==> src/rtl/deframer_pkg.sv <==
package deframer_pkg;
  typedef enum logic [1:0] {
    ST_HDR  = 2'd0,
    ST_PAY  = 2'd1,
    ST_DROP = 2'd2
  } frm_state_t;
endpackage

==> src/rtl/rd_pacer.sv <==
module rd_pacer #(
  parameter int RD_LAT = 2
) (
  input  logic clk,
  input  logic rst,
  input  logic fifo_empty,
  input  logic fifo_almost_empty,
  output logic fifo_rd,
  output logic word_vld
);
  localparam int CW = $clog2(RD_LAT + 1) + 1;

  logic [RD_LAT-1:0] vpipe;
  logic [CW-1:0]     inflight;
  logic              issue;

  assign fifo_rd  = !fifo_empty && (!fifo_almost_empty || inflight == '0);
  assign issue    = fifo_rd && !fifo_empty;
  assign word_vld = vpipe[RD_LAT-1];

  generate
    if (RD_LAT == 1) begin : g_lat1
      always_ff @(posedge clk) begin
        if (rst) vpipe <= '0;
        else     vpipe <= issue;
      end
    end else begin : g_latn
      always_ff @(posedge clk) begin
        if (rst) vpipe <= '0;
        else     vpipe <= {vpipe[RD_LAT-2:0], issue};
      end
    end
  endgenerate

  always_ff @(posedge clk) begin
    if (rst) inflight <= '0;
    else     inflight <= inflight + CW'(issue) - CW'(word_vld);
  end


  rd_on_empty_chk: assert property (@(posedge clk) disable iff (rst)
    fifo_empty |-> !fifo_rd);

  one_inflight_chk: assert property (@(posedge clk) disable iff (rst)
    (fifo_almost_empty && $past(fifo_rd)) |-> !fifo_rd);

  burst_rd_chk: assert property (@(posedge clk) disable iff (rst)
    (!fifo_empty && !fifo_almost_empty) |-> fifo_rd);

  inflight_bound_chk: assert property (@(posedge clk) disable iff (rst)
    inflight <= CW'(RD_LAT));
endmodule

==> src/rtl/dest_table.sv <==
module dest_table #(
  parameter int TBL_N  = 8,
  parameter int DEST_W = 8,
  localparam int IDX_W = $clog2(TBL_N)
) (
  input  logic              clk,
  input  logic              rst,
  input  logic              wr_en,
  input  logic [IDX_W-1:0]  wr_addr,
  input  logic [DEST_W-1:0] wr_dest,
  input  logic              wr_valid,
  input  logic [DEST_W-1:0] key,
  output logic              hit,
  output logic [IDX_W-1:0]  hit_idx
);
  logic [DEST_W-1:0] ent_dest [TBL_N];
  logic [TBL_N-1:0]  ent_vld;
  logic [TBL_N-1:0]  match;

  always_ff @(posedge clk) begin
    if (rst) ent_vld <= '0;
    else if (wr_en) ent_vld[wr_addr] <= wr_valid;
  end

  always_ff @(posedge clk) begin
    if (wr_en) ent_dest[wr_addr] <= wr_dest;
  end

  generate
    for (genvar g = 0; g < TBL_N; g++) begin : g_cmp
      assign match[g] = ent_vld[g] && (ent_dest[g] == key);
    end
  endgenerate

  always_comb begin
    hit     = 1'b0;
    hit_idx = '0;
    for (int i = TBL_N - 1; i >= 0; i--) begin
      if (match[i]) begin
        hit     = 1'b1;
        hit_idx = IDX_W'(i);
      end
    end
  end


  prio_pick_chk: assert property (@(posedge clk) disable iff (rst)
    hit |-> match[hit_idx]);
endmodule

==> src/rtl/frame_fsm.sv <==
module frame_fsm
  import deframer_pkg::*;
#(
  parameter int DATA_W = 32,
  parameter int DEST_W = 8,
  parameter int IDX_W  = 3,
  localparam int LEN_W = DATA_W - DEST_W
) (
  input  logic              clk,
  input  logic              rst,
  input  logic              word_vld,
  input  logic [DATA_W-1:0] word,
  output logic [DEST_W-1:0] lk_key,
  input  logic              lk_hit,
  input  logic [IDX_W-1:0]  lk_idx,
  output logic              out_valid,
  output logic [DATA_W-1:0] out_data,
  output logic [IDX_W-1:0]  out_idx,
  output logic              out_last,
  output logic              hdr_err
);
  frm_state_t        state;
  logic [LEN_W-1:0]  remain;
  logic [LEN_W-1:0]  hdr_len;
  logic [IDX_W-1:0]  cur_idx;
  logic              bad_len;

  assign lk_key  = word[DATA_W-1 -: DEST_W];
  assign hdr_len = word[LEN_W-1:0];
  assign bad_len = hdr_len < LEN_W'(2);

  always_ff @(posedge clk) begin
    if (rst) begin
      state     <= ST_HDR;
      remain    <= '0;
      cur_idx   <= '0;
      out_valid <= 1'b0;
      out_data  <= '0;
      out_idx   <= '0;
      out_last  <= 1'b0;
      hdr_err   <= 1'b0;
    end else begin
      out_valid <= 1'b0;
      out_last  <= 1'b0;
      hdr_err   <= 1'b0;
      if (word_vld) begin
        case (state)
          ST_HDR: begin
            if (bad_len) begin
              hdr_err <= 1'b1;
            end else if (!lk_hit) begin
              hdr_err <= 1'b1;
              remain  <= hdr_len - LEN_W'(1);
              state   <= ST_DROP;
            end else begin
              remain  <= hdr_len - LEN_W'(1);
              cur_idx <= lk_idx;
              state   <= ST_PAY;
            end
          end
          ST_PAY: begin
            out_valid <= 1'b1;
            out_data  <= word;
            out_idx   <= cur_idx;
            out_last  <= (remain == LEN_W'(1));
            remain    <= remain - LEN_W'(1);
            if (remain == LEN_W'(1)) state <= ST_HDR;
          end
          ST_DROP: begin
            remain <= remain - LEN_W'(1);
            if (remain == LEN_W'(1)) state <= ST_HDR;
          end
          default: state <= ST_HDR;
        endcase
      end
    end
  end


  out_from_word_chk: assert property (@(posedge clk) disable iff (rst)
    out_valid |-> $past(word_vld));

  err_from_word_chk: assert property (@(posedge clk) disable iff (rst)
    hdr_err |-> ($past(word_vld) && !out_valid));

  last_in_pay_chk: assert property (@(posedge clk) disable iff (rst)
    out_last |-> out_valid);

  no_pay_remain_chk: assert property (@(posedge clk) disable iff (rst)
    (state != ST_HDR) |-> (remain != '0));
endmodule

==> src/rtl/pkt_deframer.sv <==
module pkt_deframer #(
  parameter int DATA_W = 32,
  parameter int DEST_W = 8,
  parameter int TBL_N  = 8,
  parameter int RD_LAT = 2,
  localparam int IDX_W = $clog2(TBL_N)
) (
  input  logic              clk,
  input  logic              rst,
  input  logic              fifo_empty,
  input  logic              fifo_almost_empty,
  output logic              fifo_rd,
  input  logic [DATA_W-1:0] fifo_data,
  input  logic              tbl_we,
  input  logic [IDX_W-1:0]  tbl_addr,
  input  logic [DEST_W-1:0] tbl_dest,
  input  logic              tbl_valid,
  output logic              out_valid,
  output logic [DATA_W-1:0] out_data,
  output logic [IDX_W-1:0]  out_idx,
  output logic              out_last,
  output logic              hdr_err
);
  logic              word_vld;
  logic [DEST_W-1:0] lk_key;
  logic              lk_hit;
  logic [IDX_W-1:0]  lk_idx;

  rd_pacer #(.RD_LAT(RD_LAT)) pacer_i (
    .clk(clk), .rst(rst),
    .fifo_empty(fifo_empty), .fifo_almost_empty(fifo_almost_empty),
    .fifo_rd(fifo_rd), .word_vld(word_vld)
  );

  dest_table #(.TBL_N(TBL_N), .DEST_W(DEST_W)) table_i (
    .clk(clk), .rst(rst),
    .wr_en(tbl_we), .wr_addr(tbl_addr), .wr_dest(tbl_dest), .wr_valid(tbl_valid),
    .key(lk_key), .hit(lk_hit), .hit_idx(lk_idx)
  );

  frame_fsm #(.DATA_W(DATA_W), .DEST_W(DEST_W), .IDX_W(IDX_W)) fsm_i (
    .clk(clk), .rst(rst),
    .word_vld(word_vld), .word(fifo_data),
    .lk_key(lk_key), .lk_hit(lk_hit), .lk_idx(lk_idx),
    .out_valid(out_valid), .out_data(out_data), .out_idx(out_idx),
    .out_last(out_last), .hdr_err(hdr_err)
  );


  idle_after_rst_chk: assert property (@(posedge clk)
    $past(rst) |-> (!out_valid && !hdr_err && !out_last));
endmodule

==> config.mk <==
export PLATFORM = sky130hd
export DESIGN_NAME = pkt_deframer
export DESIGN_NICKNAME = d
export VERILOG_FILES = /design/src/rtl/deframer_pkg.sv /design/src/rtl/rd_pacer.sv /design/src/rtl/dest_table.sv /design/src/rtl/frame_fsm.sv /design/src/rtl/pkt_deframer.sv
export SDC_FILE = /design/constraint.sdc
export NUM_CORES = 1
export LEC_CHECK = 0
export BUFFER_PORTS_ARGS = -buffer_cell sky130_fd_sc_hd__buf_2
export CORE_UTILIZATION = 25
export CTS_CLUSTER_SIZE = 16
export DETAILED_ROUTE_END_ITERATION = 10
export PLACE_DENSITY = 0.51
export SKIP_LAST_GASP = 1
export SYNTH_ARGS = -nofsm -noshare
export SYNTH_HDL_FRONTEND = slang
export SYNTH_SLANG_ARGS = --single-unit
==> constraint.sdc <==
create_clock -name clk -period 2.74 [get_ports clk]
set_clock_uncertainty 0.05 [all_clocks]
set_input_delay 0.411 -clock clk [delete_from_list [all_inputs] [get_ports clk]]
set_output_delay 0.411 -clock clk [all_outputs]
set_load 0.005 [all_outputs]
==> results.json, run 1 <==
{
  "outcome": "complete, no violations",
  "tns_ns": 0,
  "cts.sinks": 144,
  "synth_seq_cells": 144,
  "crit_chain": "inv_1 > ha_1 > o21ai_0 > a21oi_2 > o211ai_1 > a21oi_2",
  "critPathTopFamily": "compound AO/OA/AOI/OAI gates",
  "post_synth_instance_area_sq_um": 7002,
  "core_area_sq_um": 27180,
  "cts_setup_buffers": 0,
  "drc": 0,
  "synth-edff-count": 64,
  "antenna_left": 0,
  "p_total_w": 0.005442,
  "hp-class": "in -> reg",
  "nFillCells": 2883,
  "vias_per_cell": 4.632,
  "peakVddDrop_v": 0.0003472,
  "rsz0062_at_grt": "no",
  "avgSynthCellArea_sq_um": 9.671,
  "clkTransAtPathRegs_ns": 0.07,
  "worst-slew-pin-transition_ns": 1.076,
  "setup-violations-final": 0,
  "clk_latency_ns": 0.44,
  "synth_commonest_cells": "126 x nand2_1, 80 x dfxtp_1, 76 x xnor2_1, 64 x edfxtp_1, 60 x a21oi_1",
  "h-tree-depth": 4,
  "p_clk_share_pct": 42.8,
  "drtIter0Drc": 319,
  "cp_max_fo": 17,
  "cts_inserted_buffers": 17,
  "start_kind": "flip-flop",
  "die_y_um": 169.4,
  "crit_buf_inv": 1,
  "synth_area_leaders": "edfxtp_1 27%, dfxtp_1 23%, xnor2_1 9.5%, nand2_1 6.8%, a21oi_1 4.3%",
  "path_common_cell": "a21oi_2",
  "grt_pass1_vias": 5312,
  "async_flop_share_pct": 0,
  "antenna_cells": 0,
  "hpwl_mm": 13.56,
  "finalInstanceArea_sq_um": 8486,
  "clockRootBuffer": "clkbuf_16",
  "grt_pass1_wl_mm": 30.21,
  "synth_cell_types": 70,
  "syn_inst": 724,
  "whs_ns": 0.1998,
  "wl_per_cell_um": 16.40,
  "drv_cap": 0,
  "drt-pass1-iter-count": 5,
  "period_needed_ns": 2.530,
  "cts_tree": "done",
  "powerDensity_nw_per_um2": 641.4,
  "drive_gt1_share_pct": 20.77,
  "synth_top_area_cell": "edfxtp_1",
  "netSwitchingPower_w": 0.001632,
  "synth_most_common_cell": "nand2_1",
  "intPower_w": 0.003811,
  "endpoint_kind": "flip-flop",
  "slew_viol_final": 0,
  "routed_wl_mm": 19.68,
  "initial_core_util_pct": 25.76,
  "grt_antenna_before_repair": 0,
  "ys_warn_count": 0,
  "seqPwrFrac_pct": 43.6,
  "place_area_sq_um": 7890,
  "ys_seq_area_share_pct": 50.32,
  "critPathArrivalTime_ns": 2.85,
  "vias": 5558,
  "slew_headroom_pct": 28.25,
  "finalNetCount": 872,
  "critPathKind": "reg -> reg",
  "final_cells": 1200,
  "synth_flop_cell": "dfxtp_1",
  "sw_frac_of_total_pct": 29.98,
  "dieArea_sq_um": 28680,
  "fmax_mhz": 395.2,
  "clockBufferDepth": 2,
  "track_usage_pct": 14.07,
  "fin_crit_sh_pct": 92.34,
  "io-pin-count": 88,
  "grt_max_degree": 77,
  "post-place-cells": 1167,
  "slowest_delay_ns": 0.89,
  "gp_congestion": 0.7937,
  "yosysTopAreaCellShare_pct": 27.45,
  "critPathSlowestCell": "a21oi_2",
  "cp.required_ns": 3.06,
  "synthToLayoutAreaGrowth_pct": 21.19,
  "hold_viol_final": 0,
  "p_leak_nw": 2.875,
  "portBuffers": 87,
  "fp-row-count": 60,
  "overflow": 0,
  "fp.dieW_um": 169.4,
  "combPwrFrac_pct": 13.6,
  "synth_nets": 781
}
worst reg2reg max path, cell delays in order (launching register included):
cell and delay [ns]:
dfxtp_1 0.32, inv_1 0.08, ha_1 0.36, o21ai_0 0.37, a21oi_2 0.89, o211ai_1 0.24, a21oi_2 0.17
metal layers:
layer	part of all wire, %	routed length (um)	track usage, %	up-vias
li1	-	-	-	2747
met4	1.8	347	4.622	0
met2	50	9791	24.07	119
met5	0	0	0	-
met1	45	8819	17.58	2663
met3	3.7	725	2.938	29
cells by family (layout without fill, tap and decap cells):
family                     count (synthesis)  after routing  synth area share, %
adders and majority gates                  8              8                1.537
and+or+nand+nor                          282            282                19.68
buffers and inverters                     57            160                3.681
xor gates and xnor gates                  86             86                10.76
DFF                                      144            144                50.32
AOI/OAI and AO/OA                        144            145                13.60
muxes                                      3              3               0.4289
metrics by stage:
| step | utilization [%] | setup WS (ns) |
|---|---|---|
| after floorplan | - | 0.5370 |
| after global placement | 29.03 | 0.05119 |
| after detailed placement | 29.03 | 0.001884 |
| after CTS | 31.19 | 0.2354 |
| after global routing | 31.22 | 0.008984 |
| final | 31.22 | 0.2099 |
area by class of cell:
| cell class | instances | area (sq um) | share of cell area, % |
|---|---|---|---|
| tap | 372 | 465.4 | 5.485 |
| inverter | 20 | 75.07 | 0.8847 |
| timing repair buffer | 108 | 605.6 | 7.137 |
| sequential | 144 | 3523 | 41.52 |
| clock inverter | 15 | 161.4 | 1.902 |
| multi-input combinational | 524 | 3229 | 38.06 |
| clock buffer | 17 | 425.4 | 5.013 |
power groups by stage:
stage / clock (W) / combinational [W] / sequential, W
floorplan: 0 / 0.000524 / 0.00241
global placement: 0 / 0.000741 / 0.00242
detailed placement: 0 / 0.000741 / 0.00242
CTS: 0.00238 / 0.000745 / 0.00237
global route: 0.00247 / 0.000827 / 0.00238
finish: 0.00233 / 0.000742 / 0.00237
flip-flops by register name, indices dropped and copies added (netlist names):
signal,cells
fsm_i.cur_idx,3
fsm_i.hdr_err,1
fsm_i.out_data,32
fsm_i.out_idx,3
fsm_i.out_last,1
fsm_i.out_valid,1
fsm_i.remain,24
fsm_i.state,2
pacer_i.inflight,3
pacer_i.vpipe,2
table_i.ent_dest,64
table_i.ent_vld,8
what timing repair did:
| item | 4_1_cts | 5_1_grt |
|---|---|---|
| hold buffers | 0 | 0 |
| hold endpoints to repair | 0 | 0 |
| resized for setup | 0 | 0 |
| endpoints found under the setup margin | 0 | 1 |
cells in the final DEF (no fill, tap or decap), types with 3 or more instances in the layout:
cell type / instances
nor2_1: 40
or3_1: 9
nand2_1: 126
o21ai_2: 5
dfxtp_1: 80
clkinv_8: 3
a21oi_1: 60
nand3_1: 26
a31oi_1: 3
nand4_1: 16
or4_1: 4
inv_8: 4
buf_2: 87
clkbuf_16: 17
xnor2_1: 76
nor4_1: 6
inv_1: 19
o22ai_1: 4
o211ai_1: 8
nor3_1: 22
a21oi_2: 4
nand2b_1: 6
a211oi_2: 4
inv_6: 5
a22oi_1: 5
xor2_1: 10
buf_4: 20
mux2i_1: 3
o21ai_0: 21
ha_1: 7
o21ai_1: 8
edfxtp_1: 64
nor2b_1: 3
final timing paths:
check	depth (start not counted)	endpoint	slack, ns	start
worst max-delay path	6	fsm_i.remain[21]	0.21	fsm_i.state[1]
worst min-delay path	3	fsm_i.out_data[18]	0.20	fifo_data[18]
worst max register to register	6	fsm_i.remain[21]	0.21	fsm_i.state[1]
worst min register to register	2	fsm_i.out_data[17]	0.40	fsm_i.out_data[17]
Note: power is estimated with default switching activity, not from simulation.
==> run 2, diff against run 1 <==
- SYNTH_HIERARCHICAL: not set -> 1
==> results.json, run 2 <==
{
  "slew_viol_final": 0,
  "critPathKind": "reg -> reg",
  "overflow": 0,
  "cp.required_ns": 3.04,
  "synth_cell_types": 67,
  "synth_most_common_cell": "nand2_1",
  "synth_area_leaders": "edfxtp_1 27%, dfxtp_1 22%, xnor2_1 8.2%, nand2_1 5.8%, a21oi_1 4.8%",
  "h-tree-depth": 4,
  "cp_max_fo": 12,
  "gp_congestion": 0.8806,
  "fin_crit_sh_pct": 86.21,
  "drc": 0,
  "track_usage_pct": 13.89,
  "routed_wl_mm": 19.66,
  "ys_seq_area_share_pct": 49.46,
  "period_needed_ns": 2.362,
  "synth_seq_cells": 144,
  "peakVddDrop_v": 0.0004145,
  "syn_inst": 744,
  "drt-pass1-iter-count": 5,
  "synth_commonest_cells": "111 x nand2_1, 80 x dfxtp_1, 69 x a21oi_1, 67 x xnor2_1, 64 x edfxtp_1",
  "synth_nets": 801,
  "fmax_mhz": 423.4,
  "regArea_sq_um": 3523,
  "drive_gt1_share_pct": 19.41,
  "cts_tree": "done",
  "largest_register": "table_i/ent_dest",
  "largest_register_ffs": 64,
  "critPathArrivalTime_ns": 2.67,
  "cts.sinks": 144,
  "cts_hold_buffers": 0,
  "hold_viol_final": 0,
  "antenna_cells": 0,
  "yosysTopAreaCellShare_pct": 26.98,
  "clk_latency_ns": 0.44,
  "vias_per_cell": 4.657,
  "clockBufferDepth": 2,
  "post_synth_instance_area_sq_um": 7123,
  "reg.largest.list": "table_i/ent_dest: 64 flops, fsm_i/out_data: 32 flops, fsm_i/remain: 24 flops",
  "drv_cap": 0,
  "dieArea_sq_um": 29170,
  "cts_setup_buffers": 0,
  "portBuffers": 87,
  "grt_pass1_wl_mm": 30.56,
  "avgSynthCellArea_sq_um": 9.574,
  "synth_flop_cell": "dfxtp_1",
  "grt_antenna_before_repair": 0,
  "core_area_sq_um": 27930,
  "cts_resized": 0,
  "clockRootBuffer": "clkbuf_16",
  "slew_headroom_pct": 30.43,
  "vias": 5695,
  "tns_ns": 0,
  "cts_inserted_buffers": 17,
  "ys_warn_count": 6,
  "worst-slew-pin-transition_ns": 1.043,
  "powerDensity_nw_per_um2": 648.7,
  "setup-violations-final": 0,
  "rsz0062_at_grt": "no",
  "drtIter0Drc": 409,
  "antenna_left": 0,
  "layout_commonest_cell": "nand2_1",
  "fin_util_pct": 30.83,
  "post-place-cells": 1191,
  "nFillCells": 2970,
  "grt_max_degree": 37,
  "die_y_um": 170.8,
  "clkTransAtPathRegs_ns": 0.07,
  "p_leak_nw": 3.086,
  "fp-row-count": 61,
  "finalInstanceArea_sq_um": 8611,
  "synthToLayoutAreaGrowth_pct": 20.89,
  "hp-class": "in -> reg",
  "wl_per_cell_um": 16.07,
  "outcome": "complete, no violations",
  "synth_top_area_cell": "edfxtp_1",
  "finalNetCount": 889,
  "initial_core_util_pct": 25.50,
  "final_cells": 1223,
  "async_flop_share_pct": 0,
  "fp.dieW_um": 170.8,
  "place_area_sq_um": 8000,
  "synth-edff-count": 64,
  "hpwl_mm": 14.26,
  "layout_common_cells": "111 x nand2_1, 87 x buf_2, 80 x dfxtp_1",
  "start_kind": "flip-flop",
  "multi_input_area_sq_um": 3293,
  "endpoint_kind": "flip-flop",
  "grt_pass1_vias": 5387,
  "io-pin-count": 88
}
[run 2: cell count changes after synthesis, sizes merged, moves of 4 or more]
cell    previous run  this run
buf               16        23
a211oi             5         1
nor2              41        55
mux2i              3         9
nand2            127       111
xor2              10        16
or3                9         4
xnor2             76        67
o211ai             9         3
nor3              23        31
a21oi             64        69
inv               20        16
nor4              10        15
nor2b              3         7
[run 2: cell type report]
class,instances,share of cell area [%]
repair buffers,114,7.556
flip-flops and latches,144,40.92
multi-input cells,539,38.24
clock inverters,15,2.151
well taps,378,5.493
inverters,16,0.6975
clock buffers,17,4.940
[run 2: cells by family after synthesis]
family / after synthesis / share of synthesized area, %
flops: 144 / 49.46
xor+xnor: 84 / 10.52
compound gates: 142 / 11.61
mux: 9 / 1.265
fa+ha+maj: 8 / 1.511
simple gates: 296 / 21.32
buf+inv: 61 / 4.303
[run 2: path summary, 6_finish.rpt]
path | startpoint | endpoint | cells after the start | slack, ns
setup / recovery | fsm_i/state[0] | fsm_i/remain[23] | 7 | 0.38
hold reg to reg | pacer_i/vpipe[0] | pacer_i/vpipe[1] | 1 | 0.39
setup reg to reg | fsm_i/state[0] | fsm_i/remain[23] | 7 | 0.38
hold / removal | fifo_empty | pacer_i/vpipe[0] | 2 | 0.12
[run 2: metal layers]
metal  share of wire (%)  vias to the layer above  GRT usage [%]
li1                    -                     2823              -
met1                  45                     2718          17.63
met2                  50                      139          24.01
met3                 4.4                       15          2.614
met4                0.85                        0          3.604
met5                   0                        -              0
[run 2: report_power, final]
part / internal, W / switching (W)
logic: 0.000309 / 0.000485
registers: 0.00232 / 0.0000542
clock network: 0.00132 / 0.00110
total: 0.00395 / 0.00164
[run 2: critical path, stage by stage, from the launching register on]
cell and delay [ns]:
dfxtp_1 0.36, inv_1 0.06, ha_1 0.29, nand4_1 0.20, o21ai_2 0.12, a21oi_1 0.83
o211ai_1 0.20, a21oi_1 0.19
[run 2: per-stage QoR]
step / total power [W] / worst slack, ns / hold slack, ns
3_3_place_gp: 0.003210 / 0.2329 / 0.3721
4_1_cts: 0.005637 / 0.4405 / 0.1030
3_5_place_dp: 0.003211 / 0.2206 / 0.3825
2_1_floorplan: 0.002934 / 0.4854 / 0.3638
5_1_grt: 0.005810 / 0.1163 / 0.1146
6_report: 0.005586 / 0.3779 / 0.1159
